## src/rtl/rnd_pkg.sv

```systemverilog
package rnd_pkg;

  typedef enum logic [1:0] {
    RM_NEAREST = 2'b00,
    RM_TO_ZERO = 2'b01,
    RM_TO_NEG  = 2'b10,
    RM_TO_POS  = 2'b11
  } rmode_e;

  // Any discarded bit set means the kept value differs from the true one.
  function automatic logic rp_lost(input logic g, input logic r, input logic s);
    return g | r | s;
  endfunction

  // Decide on an increment of one unit in the last kept place.
  function automatic logic rp_want_up(input rmode_e m, input logic neg,
                                      input logic g, input logic r,
                                      input logic s, input logic lsb);
    logic lost;
    logic up;
    lost = rp_lost(g, r, s);
    case (m)
      RM_NEAREST: up = g & (r | s | lsb);
      RM_TO_ZERO: up = 1'b0;
      RM_TO_NEG:  up = lost & neg;
      RM_TO_POS:  up = lost & ~neg;
      default:    up = 1'b0;
    endcase
    return up;
  endfunction

endpackage

```

## src/rtl/rnd_split.sv

```systemverilog
module rnd_split #(
  parameter int MANT_W = 66
) (
  input  logic [MANT_W-1:0] mant_in,
  output logic [MANT_W-3:0] kept,
  output logic              guard,
  output logic              rbit,
  output logic              lsb
);
  localparam int KEEP_W = MANT_W - 2;

  assign kept  = mant_in[MANT_W-1:2];
  assign guard = mant_in[1];
  assign rbit  = mant_in[0];
  assign lsb   = kept[0];

  initial begin
    if (KEEP_W < 1) $error("rnd_split: MANT_W must be at least 3");
  end
endmodule

```

## src/rtl/rnd_decide.sv

```systemverilog
module rnd_decide
  import rnd_pkg::*;
(
  input  logic [1:0] mode,
  input  logic       neg,
  input  logic       guard,
  input  logic       rbit,
  input  logic       sticky,
  input  logic       lsb,
  output logic       up,
  output logic       lost
);
  rmode_e mode_e;

  always_comb begin
    mode_e = rmode_e'(mode);
    lost   = rp_lost(guard, rbit, sticky);
    up     = rp_want_up(mode_e, neg, guard, rbit, sticky, lsb);
  end
endmodule

```

## src/rtl/rnd_incr.sv

```systemverilog
module rnd_incr #(
  parameter int KEEP_W = 64
) (
  input  logic [KEEP_W-1:0] a,
  input  logic              inc,
  output logic [KEEP_W:0]   sum,
  output logic              carry_out
);
  logic [KEEP_W:0] carry;

  assign carry[0] = inc;

  for (genvar i = 0; i < KEEP_W; i++) begin : g_bit
    assign sum[i]     = a[i] ^ carry[i];
    assign carry[i+1] = a[i] & carry[i];
  end

  assign sum[KEEP_W] = carry[KEEP_W];
  assign carry_out   = carry[KEEP_W];
endmodule

```

## src/rtl/rnd_unit.sv

```systemverilog
module rnd_unit #(
  parameter int MANT_W  = 66,
  parameter bit REG_OUT = 1'b1
) (
  input  logic              clk,
  input  logic              rst_n,
  input  logic [MANT_W-1:0] mant_in,
  input  logic              sticky_in,
  input  logic              sign_in,
  input  logic [1:0]        mode_in,
  output logic [MANT_W-2:0] mant_out,
  output logic              sticky_out,
  output logic              round_up,
  output logic              inexact
);
  localparam int KEEP_W = MANT_W - 2;
  localparam int OUT_W  = MANT_W - 1;

  // Named internal events, used by the bound checker.
  logic [KEEP_W-1:0] kept_w;
  logic              guard_w;
  logic              rbit_w;
  logic              lsb_w;
  logic              up_w;
  logic              inexact_w;
  logic [OUT_W-1:0]  sum_w;
  logic              carry_w;

  rnd_split #(.MANT_W(MANT_W)) u_split (
    .mant_in (mant_in),
    .kept    (kept_w),
    .guard   (guard_w),
    .rbit    (rbit_w),
    .lsb     (lsb_w)
  );

  rnd_decide u_dec (
    .mode    (mode_in),
    .neg     (sign_in),
    .guard   (guard_w),
    .rbit    (rbit_w),
    .sticky  (sticky_in),
    .lsb     (lsb_w),
    .up      (up_w),
    .lost    (inexact_w)
  );

  rnd_incr #(.KEEP_W(KEEP_W)) u_inc (
    .a         (kept_w),
    .inc       (up_w),
    .sum       (sum_w),
    .carry_out (carry_w)
  );

  assign sticky_out = 1'b0;

  if (REG_OUT) begin : g_reg
    always_ff @(posedge clk or negedge rst_n) begin
      if (!rst_n) begin
        mant_out <= '0;
        round_up <= 1'b0;
        inexact  <= 1'b0;
      end else begin
        mant_out <= sum_w;
        round_up <= up_w;
        inexact  <= inexact_w;
      end
    end
  end else begin : g_comb
    assign mant_out = sum_w;
    assign round_up = up_w;
    assign inexact  = inexact_w;
  end
endmodule

```

## config.mk

```make
export PLATFORM = sky130hd
export DESIGN_NAME = rnd_unit
export DESIGN_NICKNAME = d
export VERILOG_FILES = /design/src/rtl/rnd_pkg.sv /design/src/rtl/rnd_split.sv /design/src/rtl/rnd_decide.sv /design/src/rtl/rnd_incr.sv /design/src/rtl/rnd_unit.sv
export SDC_FILE = /design/constraint.sdc
export NUM_CORES = 1
export LEC_CHECK = 0
export ABC_AREA = 1
export BUFFER_PORTS_ARGS = -buffer_cell sky130_fd_sc_hd__clkbuf_2
export CAP_MARGIN = 20
export CORE_MARGIN = 10
export CORE_UTILIZATION = 44
export CTS_CLUSTER_SIZE = 20
export DETAILED_ROUTE_END_ITERATION = 7
export GPL_TIMING_DRIVEN = 0
export MAX_ROUTING_LAYER = met4
export PLACE_DENSITY = 0.85
export SLEW_MARGIN = 15
export SYNTH_ARGS = -nofsm -noshare
export SYNTH_HDL_FRONTEND = slang
export SYNTH_SLANG_ARGS = --single-unit
```

## constraint.sdc

```tcl
create_clock -name clk -period 0.8 [get_ports clk]
set_clock_uncertainty 0.15 [all_clocks]
set_input_delay 0.08 -clock clk [delete_from_list [all_inputs] [get_ports clk]]
set_output_delay 0.08 -clock clk [all_outputs]
set_load 0.01 [all_outputs]
```

# After elaboration in Yosys (flattened, before gate mapping)
# Cells that the tools add are included.
[classes] n_eq_ne=3 mux=1 n_bitwise=136 reduce_logical=1
[ops] cell="$and A1 B1 Y1" n=67
[ops] cell="$xor A1 B1 Y1" n=64
[ops] cell="$eq A2 B2 Y1 const B" n=2
[ops] cell="$or A1 B1 Y1" n=4
[ops] cell="$pmux W1 S4" n=1
[ops] cell="$eq A2 B1 Y1 const B" n=1
[ops] cell="$logic_not A2 Y1" n=1
[ops] cell="$not A1 Y1" n=1
[totals] ff_bits=67 output_inout_bits=68

# Longest topological paths before layout
[logic_depth] ltp_word=68 ltp_mapped=68 mapped_depth_nobuf=68

# Modules after synthesis
# Synthesis repeated with hierarchy kept, for this count alone.
[unflattened] hier_cells=214 hier_area_um2=3070.4
[by_module_without_submodules] module="rnd_unit" n_inst=1 cells_each=69 area_per_inst_um2=1687.9 seq_area_each_um2=1676.6
[by_module_without_submodules] module="rnd_incr" n_inst=1 cells_each=65 area_per_inst_um2=808.3 seq_area_each_um2=0.0
[by_module_without_submodules] module="rnd_split" n_inst=1 cells_each=67 area_per_inst_um2=503.0 seq_area_each_um2=0.0
[by_module_without_submodules] module="rnd_decide" n_inst=1 cells_each=13 area_per_inst_um2=71.3 seq_area_each_um2=0.0

# Worst setup path before layout
# Ideal clock, no wire load.
[synth_path] path_type="input port to flip-flop" from="in mant_in[0]" to="reg mant_out[63]" setup_ns=0.126 arrival_ns=11.390 required_time_ns=0.524 path_slack_ns=-10.866 stages=68 path_buffers=0 path_cell_list="nor2_4 nand2_1 nand3_1 nand2_2 ha_1 ha_1 ha_1 ha_1 ha_1 ha_1 ha_1 ha_1 ha_1 ha_1 ha_1 ha_1 ha_1 ha_1 [... 32 more ...] ha_1 ha_1 ha_1 ha_1 ha_1 ha_1 ha_1 ha_1 ha_1 ha_1 ha_1 ha_1 ha_1 ha_1 ha_1 ha_1 ha_1 ha_1"
[synth_between] elab_chain_len=68 word_cells_on_any_way=72 cone_classes="mux (1); bitwise (71)"
[synth_lines] item="from (decl)" line_no="rnd_unit.sv:7" text="input logic [MANT_W-1:0] mant_in,"
[synth_lines] item="$or A1 B1 Y1, on equally long branches (2 in a row)" line_no="rnd_pkg.sv:12, rnd_pkg.sv:23"
[synth_lines] item="$and A1 B1 Y1, on equally long branches" line_no="rnd_pkg.sv:26, rnd_pkg.sv:23, rnd_pkg.sv:25"
[synth_lines] item="$pmux W1 S4 (*)" line_no="rnd_pkg.sv:22" text="case (m)"
[synth_lines] item="via u_dec.up" line_no="rnd_decide.sv:10" text="output logic up,"
[synth_lines] item="$and A1 B1 Y1 (*) (63 in a row)" line_no="rnd_incr.sv:15" text="assign carry[i+1] = a[i] & carry[i];"
[synth_lines] item="$xor A1 B1 Y1 (*)" line_no="rnd_incr.sv:14" text="assign sum[i] = a[i] ^ carry[i];"
[synth_lines] item="via sum_w[63]" line_no="rnd_unit.sv:26" text="logic [OUT_W-1:0] sum_w;"
[synth_lines] item="to (signal assigned)" line_no="rnd_unit.sv:64" text="mant_out <= sum_w;"
[synth_lines] item="to (decl)" line_no="rnd_unit.sv:11" text="output logic [MANT_W-2:0] mant_out,"
# Mark *: on every way through the listed nets, which the timed path passes. The rest lies on a longest branch.

# Worst setup path in the final report
[layout_path] from="in sticky_in" to="reg mant_out[63]"
[layout_between] word_cells_on_any_way=71 cone_classes="mux (1); bitwise (70)"
[layout_rtl] item="from (decl)" line_no="rnd_unit.sv:8" text="input logic sticky_in,"
[layout_rtl] item="$or A1 B1 Y1 (*)"
[layout_rtl] item="via inexact_w" line_no="rnd_unit.sv:25" text="logic inexact_w;"
[layout_rtl] item="$and A1 B1 Y1, on equally long branches" line_no="rnd_pkg.sv:26, rnd_pkg.sv:25"
[layout_rtl] item="$pmux W1 S4 (*)" line_no="rnd_pkg.sv:22"
[layout_rtl] item="via u_dec.up" line_no="rnd_decide.sv:10"
[layout_rtl] item="$and A1 B1 Y1 (*) (63 in a row)" line_no="rnd_incr.sv:15"
[layout_rtl] item="$xor A1 B1 Y1 (*)" line_no="rnd_incr.sv:14"
[layout_rtl] item="via sum_w[63]" line_no="rnd_unit.sv:26"
# Marked as above.

==> results.yml <==
cts:
  cts.sinks: 67
  clk_pin_slew_ns: 0.07
  htreeDepth: 3
  tritoncts: "yes"
  clock_path_buffers: 2
  root_buffer: "clkbuf_8"
  cts_made_buffers: 9
layout:
  seq_area_mm2: 0.00168
  final_common_cell: "clkbuf_2"
  drive_above_1_share_pct: 75.2
  most-common-layout-cells: "121 x clkbuf_2, 67 x dfrtp_1, 64 x ha_4, 13 x clkbuf_8, 12 x buf_6"
  syn_to_final_growth_pct: 74.0
  diodes: 0
  instances_no_fill: 375
  multiInputGateArea_mm2: 0.00168
  finalNetCount: 434
  n_fill_cell: 290
grt:
  grt_first_pass_wirelength_mm: 10.8
  gr-usage-all-layers_pct: 16.5
  grt_overflow: 0
  antenna_found_initial: 0
  grt_pass1_vias: 2153
  grt_max_degree: 37
power:
  swShare_pct: 24.1
  power.density_mw_per_mm2: 1620
  power_frac_comb_pct: 12.9
  power_frac_seq_pct: 50.4
  clkPwrFrac_pct: 36.7
  total_power_mw: 7.20
  power.static_leakage_nw: 2.06
  peakVddDrop_mv: 1.30
  switching_power_mw: 1.74
  internal_power_mw: 5.46
critical_path:
  crit_path_max_incr_delay_ns: 0.21
  cp_max_fo: 2
  crit_top_cell: "ha_4"
  worst_setup_path_start_kind: "primary input"
  crit_path_end_kind: "flop"
  criticalPathCategory: "in -> reg"
  slowest_stage: "ha_4"
  arrival_ns: 10.56
  crit_buf_inv: 1
  cp_top_family: "adder cells"
  cp.required_ns: 0.87
die:
  fp-row-count: 27
  fp.dieArea_mm2: 0.00927
  core_mm2: 0.00557
  die_y_um: 96.3
  num_io_pins: 140
  initial_core_util_pct: 45.9
  dieWidth_um: 96.3
detailed_routing:
  drtPass1Iterations: 4
  drc: 0
  viasPerCell: 4.65
  drtIter0Drc: 39
  antenna_left: 0
  routedWlPerCell_um: 19.4
  vias: 1742
  drt-total-wl_mm: 7.29
sta:
  rsz0062_at_grt: "yes"
  finalHoldViolations: 133
  fin_crit_sh_pct: 1310
  whs_ns: -0.433
  finalCriticalPeriod_ns: 10.49
  setup_tns_ns: -332.28
  setup_viol: 131
  timing.fmax_ghz: 0.0953
  setup_slack_ns: -9.69
  maxSlewViolCount: 0
run_status:
  status: "finished, violations left"
  violations: "hold timing, setup timing"
logic_synthesis:
  syn_nets: 282
  avgSynthCellArea_um2: 17.5
  syn_inst: 146
  synth.distinct_cells: 12
  seq_area_frac_synth_pct: 65.5
  syn_area_mm2: 0.00256
  yosysWarnings: 0
  synth_seq_cells: 67
  synthTopCellsByArea: "dfrtp_1 65%, ha_1 31%, nand2_2 0.49%"
  synth_largest_area_cell: "dfrtp_1"
  yosysTopAreaCellShare_pct: 65.5
placed_design:
  dp_hpwl_mm: 5.95
  gp_congestion: 0.785
  io_buffers: 138
  dp_slack_ns: -10.05
  dp.cells: 357
flow_run:
  maxCapViolCount: 0
hold_path:
  hold_path.class: "in -> async"
==> how the worst max path moves through the flow <==
stage | cells after the start | from | slack (ns) | end
4_1_cts | 69 | mant_in[0] | -9.74 | mant_out[63]
2_1_floorplan | 68 | sticky_in | -9.59 | mant_out[63]
3_5_place_dp | 69 | sticky_in | -10.05 | mant_out[63]
3_3_place_gp | 69 | sticky_in | -9.90 | mant_out[63]
6_report | 69 | sticky_in | -9.69 | mant_out[63]
5_1_grt | 69 | sticky_in | -9.93 | mant_out[63]
==> final cells by class <==
class / instances / area share (%)
buffer: 1 / 0.168
clock buffer: 15 / 4.18
clock inverter: 1 / 0.112
inverter: 3 / 0.253
multi-input combinational: 75 / 37.6
sequential: 67 / 37.6
tap: 72 / 2.02
timing repair buffer: 141 / 18.0
==> cells by family (layout without fill, tap and decap cells) <==
family	Yosys count	after routing	share of synthesized area (%)
flip-flops	67	67	65.5
adder cells (fa/ha/maj)	64	64	31.3
AND/OR/NAND/NOR	10	10	2.35
buffers and inverters	4	161	0.733
other	1	1	0.146
==> through the flow <==
step | instance area [um^2] | util, %
final | 4460 | 79.9
after global routing | 4460 | 79.9
after CTS | 4360 | 78.3
after detailed placement | 4160 | 74.7
after global placement | 4140 | 74.3
after floorplan | 3360 | -
==> power by group through the flow <==
stage	Clock (mW)	Combinational [mW]	Sequential, mW
floorplan	0	0.137	3.78
finish	2.64	0.926	3.63
CTS	2.74	0.902	3.63
detailed placement	0	0.889	3.69
global route	2.89	1.03	3.64
global placement	0	0.808	3.68
==> sequential cells by signal (all words and copies together), names as in the netlist <==
register and count:
round_up 1, mant_out 65, inexact 1
==> repair_timing <==
item                                   4_1_cts  5_1_grt
resized for setup                            0       35
pin swaps                                    5        1
endpoints found under the hold margin      134      103
setup endpoints to repair                  131      131
setup buffers                                1        1
==> cells in the mapped netlist <==
library cell,count
dfrtp_1,67
ha_1,64
inv_1,3
nand2_1,2
nand2_2,2
nor2_1,2
buf_4,1
conb_1,1
nand3_1,1
nand3_2,1
nor2_2,1
nor2_4,1
==> layer usage <==
metal / GRT usage (%) / up-vias / routed length (um)
met2: 26.7 / 103 / 3550
met5: - / - / 0
li1: - / 807 / -
met3: 8.09 / 9 / 1080
met1: 16.6 / 823 / 2560
met4: 7.00 / 0 / 96
No activity file was read; power rests on OpenSTA's default activity.
